**config.mk**
```make
export PLATFORM = sky130hd
export DESIGN_NAME = mdio_ctrl
export DESIGN_NICKNAME = d
export VERILOG_FILES = /design/src/rtl/mdio_pkg.sv /design/src/rtl/mdio_clkdiv.sv /design/src/rtl/mdio_shifter.sv /design/src/rtl/mdio_ctrl.sv
export SDC_FILE = /design/constraint.sdc
export NUM_CORES = 1
export LEC_CHECK = 0
export ABC_AREA = 1
export CORE_MARGIN = 10
export CORE_UTILIZATION = 45
export CTS_CLUSTER_DIAMETER = 40
export CTS_CLUSTER_SIZE = 14
export DETAILED_ROUTE_END_ITERATION = 8
export DONT_BUFFER_PORTS = 1
export MAX_ROUTING_LAYER = met4
export PLACE_DENSITY_LB_ADDON = 0.15
export SKIP_LAST_GASP = 1
export SYNTH_ARGS = -nofsm -noshare
export SYNTH_HDL_FRONTEND = slang
export SYNTH_SLANG_ARGS = --single-unit
export TNS_END_PERCENT = 1
```
**constraint.sdc**
```tcl
create_clock -name clk_i -period 1.4 [get_ports clk_i]
set_input_delay 0.07 -clock clk_i [delete_from_list [all_inputs] [get_ports clk_i]]
set_output_delay 0.07 -clock clk_i [all_outputs]
set_load 0.03 [all_outputs]
```
**src/rtl/mdio_pkg.sv**
```systemverilog
package mdio_pkg;
  localparam int FRAME_BITS = 64;
  localparam int PRE_BITS   = 32;
  localparam int TA_POS     = 46;
  localparam int DATA_POS   = 48;
  localparam int DATA_W     = 16;
  localparam int IDX_W      = $clog2(FRAME_BITS);

  typedef enum logic [1:0] {
    OP_WR = 2'b01,
    OP_RD = 2'b10
  } op_e;

  typedef struct packed {
    logic [1:0]        op;
    logic [4:0]        phy;
    logic [4:0]        regad;
    logic [DATA_W-1:0] data;
  } cmd_t;

  function automatic logic op_valid(input logic [1:0] op);
    return (op == OP_WR) || (op == OP_RD);
  endfunction
endpackage

```
**src/rtl/mdio_clkdiv.sv**
```systemverilog
module mdio_clkdiv #(
  parameter int DIV_HALF = 4
) (
  input  logic clk_i,
  input  logic rst_ni,
  input  logic run_i,
  output logic mdc_o,
  output logic rise_o,
  output logic fall_o
);
  logic tick;
  logic mdc_q;

  generate
    if (DIV_HALF <= 1) begin : g_nodiv
      assign tick = run_i;
    end else begin : g_div
      localparam int CW = $clog2(DIV_HALF);
      logic [CW-1:0] cnt_q;
      always_ff @(posedge clk_i or negedge rst_ni) begin
        if (!rst_ni)                              cnt_q <= '0;
        else if (!run_i || tick)                  cnt_q <= '0;
        else                                      cnt_q <= cnt_q + 1'b1;
      end
      assign tick = run_i && (cnt_q == CW'(DIV_HALF - 1));
    end
  endgenerate

  always_ff @(posedge clk_i or negedge rst_ni) begin
    if (!rst_ni)     mdc_q <= 1'b0;
    else if (!run_i) mdc_q <= 1'b0;
    else if (tick)   mdc_q <= ~mdc_q;
  end

  assign mdc_o  = mdc_q;
  assign rise_o = tick && !mdc_q;
  assign fall_o = tick && mdc_q;
endmodule

```
**src/rtl/mdio_shifter.sv**
```systemverilog
module mdio_shifter
  import mdio_pkg::*;
(
  input  logic              clk_i,
  input  logic              rst_ni,
  input  logic              start_i,
  input  cmd_t              cmd_i,
  input  logic              rise_i,
  input  logic              fall_i,
  input  logic              mdio_i,
  output logic              busy_o,
  output logic              mdio_o,
  output logic              mdio_oe_o,
  output logic              last_o,
  output logic [DATA_W-1:0] rdata_o
);
  logic [FRAME_BITS-1:0] frame_q, frame_d;
  logic [IDX_W-1:0]      idx_q;
  logic                  busy_q, rd_q;
  logic [DATA_W-1:0]     cap_q;
  logic                  is_rd;

  assign is_rd = (cmd_i.op == OP_RD);

  always_comb begin
    frame_d = {{PRE_BITS{1'b1}}, 2'b01, cmd_i.op, cmd_i.phy, cmd_i.regad,
               (is_rd ? 2'b00 : 2'b10),
               (is_rd ? {DATA_W{1'b0}} : cmd_i.data)};
  end

  assign last_o = busy_q && fall_i && (idx_q == IDX_W'(FRAME_BITS - 1));

  always_ff @(posedge clk_i or negedge rst_ni) begin
    if (!rst_ni) begin
      busy_q  <= 1'b0;
      idx_q   <= '0;
      frame_q <= '0;
      rd_q    <= 1'b0;
      cap_q   <= '0;
    end else if (start_i) begin
      busy_q  <= 1'b1;
      idx_q   <= '0;
      frame_q <= frame_d;
      rd_q    <= is_rd;
      cap_q   <= '0;
    end else if (busy_q) begin
      if (rise_i && rd_q && (idx_q >= IDX_W'(DATA_POS)))
        cap_q <= {cap_q[DATA_W-2:0], mdio_i};
      if (fall_i) begin
        if (last_o) begin
          busy_q <= 1'b0;
        end else begin
          idx_q   <= idx_q + 1'b1;
          frame_q <= {frame_q[FRAME_BITS-2:0], 1'b0};
        end
      end
    end
  end

  assign busy_o    = busy_q;
  assign mdio_o    = busy_q && frame_q[FRAME_BITS-1];
  assign mdio_oe_o = busy_q && !(rd_q && (idx_q >= IDX_W'(TA_POS)));
  assign rdata_o   = cap_q;
endmodule

```
**src/rtl/mdio_ctrl.sv**
```systemverilog
module mdio_ctrl
  import mdio_pkg::*;
#(
  parameter int         DIV_HALF  = 4,
  parameter logic [4:0] ID2_ADDR  = 5'd3,
  parameter int         MODEL_LSB = 4,
  parameter int         MODEL_W   = 6
) (
  input  logic        clk_i,
  input  logic        rst_ni,
  input  logic        wr_en_i,
  input  logic [27:0] wr_data_i,
  output logic [31:0] rd_data_o,
  output logic        done_o,
  output logic        mdc_o,
  output logic        mdio_o,
  output logic        mdio_oe_o,
  input  logic        mdio_i
);
  cmd_t              wr_cmd, reg_q;
  logic              ready_q, absent_q, done_q;
  logic              busy, rise, fall, last, accept;
  logic [DATA_W-1:0] rdata;

  assign wr_cmd = cmd_t'(wr_data_i);
  assign accept = wr_en_i && !busy && op_valid(wr_cmd.op);

  mdio_clkdiv #(.DIV_HALF(DIV_HALF)) u_div (
    .clk_i (clk_i),
    .rst_ni(rst_ni),
    .run_i (busy),
    .mdc_o (mdc_o),
    .rise_o(rise),
    .fall_o(fall)
  );

  mdio_shifter u_shift (
    .clk_i    (clk_i),
    .rst_ni   (rst_ni),
    .start_i  (accept),
    .cmd_i    (wr_cmd),
    .rise_i   (rise),
    .fall_i   (fall),
    .mdio_i   (mdio_i),
    .busy_o   (busy),
    .mdio_o   (mdio_o),
    .mdio_oe_o(mdio_oe_o),
    .last_o   (last),
    .rdata_o  (rdata)
  );

  always_ff @(posedge clk_i or negedge rst_ni) begin
    if (!rst_ni) begin
      reg_q    <= '0;
      ready_q  <= 1'b1;
      absent_q <= 1'b0;
      done_q   <= 1'b0;
    end else begin
      done_q <= last;
      if (accept) begin
        reg_q    <= wr_cmd;
        ready_q  <= 1'b0;
        absent_q <= 1'b0;
      end else if (last) begin
        ready_q <= 1'b1;
        if (reg_q.op == OP_RD) begin
          reg_q.data <= rdata;
          absent_q   <= (reg_q.regad == ID2_ADDR) &&
                        (rdata[MODEL_LSB +: MODEL_W] == '0);
        end
      end
    end
  end

  assign rd_data_o = {2'b00, absent_q, ready_q, reg_q};
  assign done_o    = done_q;
endmodule

```
Yosys cells after proc, flatten, opt, wreduce, memory -nomap -nowiden --
Index checks and enable logic that the tools add are counted.
Storage, ports and cells: register bits 122, input bits 32, output and inout port bits 36, word-level logic and storage cells 82
Cells by class: add/subtract/negate cells 2, $lt $le $gt $ge 2, equality and inequality tests 8, muxes and demuxes 28, bitwise logic cells 1, reduce and logical (&&, ||, !) cells 27
Operators with widths (count):
- $mux W64 | 4
- $mux W16 | 7
- $mux W6 | 4
- $logic_and A1 B1 Y1 | 13
- $ge A6 B6 Y1 const B | 2
- $mux W1 | 11
- $reduce_bool A2 Y1 | 5
- $add A6 B1 Y6 const B | 1
- $eq A2 B2 Y1 const B | 3
- $eq A6 B6 Y1 const B | 1
- $logic_not A6 Y1 | 1
- $eq A5 B2 Y1 const B | 1
- $mux W2 | 2
- $reduce_and A2 Y1 | 2
- $logic_not A1 Y1 | 3
- $reduce_and A3 Y1 | 1
- $add A2 B1 Y2 const B | 1
- $eq A2 B1 Y1 const B | 1
- $logic_or A1 B1 Y1 | 2
- $ne A2 B1 Y1 const B | 1
- $ne A2 B2 Y1 const B | 1
- $not A1 Y1 | 1

Depth between registers and ports, before layout --
depth after elaboration 9, depth in mapped cells 10, gate-level depth less buffers 8

Modules after synthesis --
From an unflattened synthesis, not the netlist that was laid out.
Unflattened totals: cells, all modules 708, area, all modules 5806.8 µm²
By module, submodules not included:
- mdio_shifter | times used 1, cells an instance 468, area an instance 3975.1 µm², sequential area each 2202.1 µm²
- mdio_ctrl | times used 1, cells an instance 224, area an instance 1696.6 µm², sequential area each 777.0 µm²
- mdio_clkdiv | times used 1, cells an instance 16, area an instance 135.1 µm², sequential area each 75.1 µm²

Worst setup path before layout --
No wires, ideal clock.
kind register to register, start point register u_shift.idx_q[1], end point register u_shift.frame_q[1], library setup time 0.116 ns, arrival time 1.418 ns, data required time 1.284 ns, slack -0.135 ns, cell stages (with the launch flop) 9, buffers on the path 2, period minus slack after synthesis 1.535 ns, cell sequence dfrtp_1 > ha_1 > nand3_2 > o21ai_4 > nand2_4 > buf_2 > buf_6 > nand2_1 > nand2_1
Between the ends: word-level cells in the longest chain between the ends 4
Ends and longest elaborated chain:
- from (decl) | line mdio_shifter.sv:18 | logic [IDX_W-1:0] idx_q;
- from (signal assigned) | line mdio_shifter.sv:53 | idx_q <= idx_q + 1'b1;
- $eq A6 B6 Y1 | line mdio_shifter.sv:31 | assign last_o = busy_q && fall_i && (idx_q == IDX_W'(FRAME_BITS - 1));
- $logic_and A1 B1 Y1 | line mdio_shifter.sv:31
- $ne A2 B1 Y1 (no source line)
- $reduce_and A3 Y1 (no source line)
- to (signal assigned) | line mdio_shifter.sv:43 | frame_q <= frame_d;
- to (signal assigned) | line mdio_shifter.sv:54 | frame_q <= {frame_q[FRAME_BITS-2:0], 1'b0};
- to (decl) | line mdio_shifter.sv:17 | logic [FRAME_BITS-1:0] frame_q, frame_d;
Every way passes these cells. A chain may end at the register's enable or synchronous reset.

Final worst setup path --
start point register u_shift.idx_q[1], end point output port mdio_oe_o
Between the ends: word-level cells in the longest chain between the ends 4
Ends and longest elaborated chain:
- $ge A6 B6 Y1 | line mdio_shifter.sv:62 | assign mdio_oe_o = busy_q && !(rd_q && (idx_q >= IDX_W'(TA_POS)));
- $logic_and A1 B1 Y1 | line mdio_shifter.sv:62
- $logic_not A1 Y1 | line mdio_shifter.sv:62
- $logic_and A1 B1 Y1 | line mdio_shifter.sv:62
- to (decl) | line mdio_ctrl.sv:17 | output logic mdio_oe_o,
Every way passes these cells.

==> summary.txt <==
Outcome
  – Failing checks: hold timing, setup timing
  – Status: complete, but fails checks

Timing
  – Period minus WS final: 1.64 ns
  – Setup violations, final: 90
  – Fin. Hold Viols: 122
  – Post-layout worst setup margin: -0.245 ns
  – F_max: 0.608 GHz
  – WHS: -0.648 ns
  – Slew Limit Fails: 0
  – Unrepaired setup endpoints after global routing: yes
  – Fin Clk Skew: 0.00591 ns
  – Final period utilization: 117%

Power
  – Overall power: 8.12 mW
  – VDD IR max: 734 uV
  – Pwr Density: 1150 nW/um2
  – Pleak: 3.64 nW

GRT
  – Pin count of the biggest net entering global routing: 123
  – GRT Total Usage: 15.3%
  – Number of global-route vias before repair: 4,429
  – First-pass GRT wire length: 21,600 um
  – Grt ovf: 0
  – Initial antenna violation count: 0

Place
  – DP HPWL: 8190 um
  – Placer Congestion: 0.780
  – PortBufs: 0
  – Dpl cell area: 6070 um2

Synthesis
  – Cell count after synthesis: 712
  – Flop and latch count out of synthesis: 122
  – Post-synthesis sequential area ratio: 54.1%
  – Ys Warns: 0
  – Synth top area cells: dfrtp_1 54%, nand2_1 21%, o21ai_0 8.0%
  – Distinct cell type count of the synthesized netlist: 30
  – Avg Inst Size Synth: 7.93 um2
  – Synth Cell Area: 5650 um2
  – Synth area leader: dfrtp_1
  – Synth top area share: 53.6%

Final layout
  – Area Overhead vs Synth: 24.6%
  – Most frequent cells in the layout: 318 x nand2_1, 121 x dfrtp_1, 83 x o21ai_0
  – Commonest non-fill, non-tap cell in the layout: nand2_1
  – Finished layout cell area: 7040 um2
  – Share of post-route cells with drive strength above 1: 12.0%
  – Ant diodes: 0
  – Filler cell count: 1,128
  – Nets@finish: 798

Floorplanning
  – FP Rows: 40
  – Die W: 132 um
  – DIE AREA: 17,400 um2
  – IO Pins: 68
  – Die Y: 132 um
  – Core area: 12,200 um2
  – Initial Utilization: 46.4%

Setup path
  – Crit-path max cell delay: 0.39 ns
  – CP Class: reg2out
  – Critical path launch point type: flop
  – Slowest CP cell: dfrtp_1
  – CP top delay family: flip-flops
  – WP data required: 1.33 ns
  – CP endpoint kind: output port
  – CP max FO: 2
  – Number of buffers and inverters on the critical path: 2
  – Critical-path cell list: buf_6 -> ha_4 -> nor2_4 -> o21ai_2 -> a31oi_1 -> buf_4
  – Arrival time worst endpoint: 1.57 ns

Routing
  – Routed WL: 12,400 um
  – Vias/cell: 4.80
  – Via count: 4,527
  – Initial DRC Count: 351
  – Routed wire length per instance: 13.2 um
  – DRT antenna net count: 0
  – DRC: 0
  – DR pass1 iterations: 4

Clock tree
  – Clk sinks: 122
  – CTS buffer count: 17
  – CTS HTree Levels: 4
  – Clock root buffer: clkbuf_16
  – CTS tree: yes
  – Max clock buf depth: 2
  – Worst-path clk slew: 0.05 ns
  – Worst skew pair latency: 0.41 ns
  – CTS hold repair buffers: 30

Hold path
  – Hold Crit Class: in2async

Flow run
  – Max-capacitance violation count: 0
-- logic make-up after synthesis --
group                      count (synthesis)  share of synthesized area, %
other                                      1                        0.0664
AOI/OAI and AO/OA                         94                          8.60
and+or+nand+nor                          392                          28.2
DFF                                      122                          54.1
adders and majority gates                  4                         0.886
xor gates and xnor gates                   1                         0.155
buffers and inverters                     98                          8.00
-- sequential cells by signal, indices dropped and copies added, names as in the netlist --
register and cells:
u_shift.rdata_o 16, u_div.g_div.cnt_q 2, done_o 1, u_shift.frame_q 64, u_shift.rd_q 1, u_shift.busy_o 1
absent_q 1, u_shift.idx_q 6, ready_q 1, rd_data_o 28, u_div.mdc_o 1
-- area by class of cell --
type / count / area, um2 / share of cell area (%)
inverter: 55 / 211 / 3.01
timing repair buffer: 73 / 772 / 11.0
multi-input combinational: 493 / 2190 / 31.2
tap: 168 / 210 / 2.99
sequential: 122 / 3050 / 43.4
clock inverter: 7 / 87.6 / 1.24
clock buffer: 25 / 505 / 7.18
-- power by group --
group	internal [mW]	leakage [nW]	switching, mW
Combinational	0.0895	1.81	0.0771
Sequential	3.56	1.54	0.0746
Clock	2.84	0.293	1.48
Total	6.49	3.64	1.63
-- routing by layer --
layer  vias up  global-route usage, %  wire length, um
li1       2320                      -                -
met1      2125                   18.7             5800
met2        69                   23.5             5970
met3        13                   4.80              471
met4         0                   5.01              175
met5         -                      -                0
-- metrics by stage --
stage	setup slack (ns)	std cells	setup TNS (ns)	utilization [%]
2_1_floorplan	-0.0925	713	-4.94	-
3_3_place_gp	-0.175	877	-3.85	49.9
3_5_place_dp	-0.260	877	-7.63	49.9
4_1_cts	-0.298	943	-17.70	57.8
5_1_grt	-0.340	943	-25.11	57.8
6_report	-0.245	943	-16.35	57.8
-- cells in the mapped netlist --
| cell type | n |
|---|---|
| ha_1 | 4 |
| inv_1 | 52 |
| buf_2 | 22 |
| buf_4 | 5 |
| dfstp_2 | 1 |
| clkbuf_1 | 11 |
| nand3_2 | 1 |
| nand3b_4 | 1 |
| nand3b_1 | 1 |
| nand2_2 | 1 |
| nand2_1 | 318 |
| or2_2 | 3 |
| a31oi_1 | 1 |
| o21ai_0 | 90 |
| conb_1 | 1 |
| o21ai_4 | 1 |
| clkinv_1 | 1 |
| nand3_1 | 43 |
| inv_2 | 2 |
| nor2_1 | 15 |
| nand4_1 | 4 |
| o21bai_1 | 1 |
| dfrtp_1 | 121 |
| xor2_1 | 1 |
| nor2_2 | 1 |
| nand2_4 | 2 |
| nor3_1 | 1 |
| a21oi_1 | 1 |
| buf_6 | 5 |
| nor3b_1 | 1 |
-- repair_timing --
item,4_1_cts,5_1_grt
setup endpoints to repair,88,106
gates resized for setup,10,9
buffers inserted,4,0
pin swaps,3,3
endpoints found under the hold margin,180,122
-- worst paths after layout --
path	from	end	slack, ns	cells past startpoint
worst max-delay path	u_shift.idx_q[1]	mdio_oe_o	-0.24	6
worst min-delay path	rst_ni	u_shift.frame_q[31]	-0.65	0
worst max register to register	u_shift.idx_q[1]	rd_data_o[14]	-0.22	8
worst min register to register	u_div.g_div.cnt_q[0]	u_div.g_div.cnt_q[0]	0.44	1
max in group asynchronous	rst_ni	rd_data_o[25]	1.84	0
min in group clk_i	wr_data_i[27]	ready_q	0.11	4
-- worst reg2reg max path: stages, from the launching register on --
cell,delay [ns]
dfrtp_1,0.37
buf_4,0.12
ha_2,0.21
nand3_4,0.11
nor2_2,0.20
nand3b_4,0.13
buf_4,0.21
nand3_1,0.09
nand2_1,0.07
Note: power is estimated with default switching activity, not from simulation.
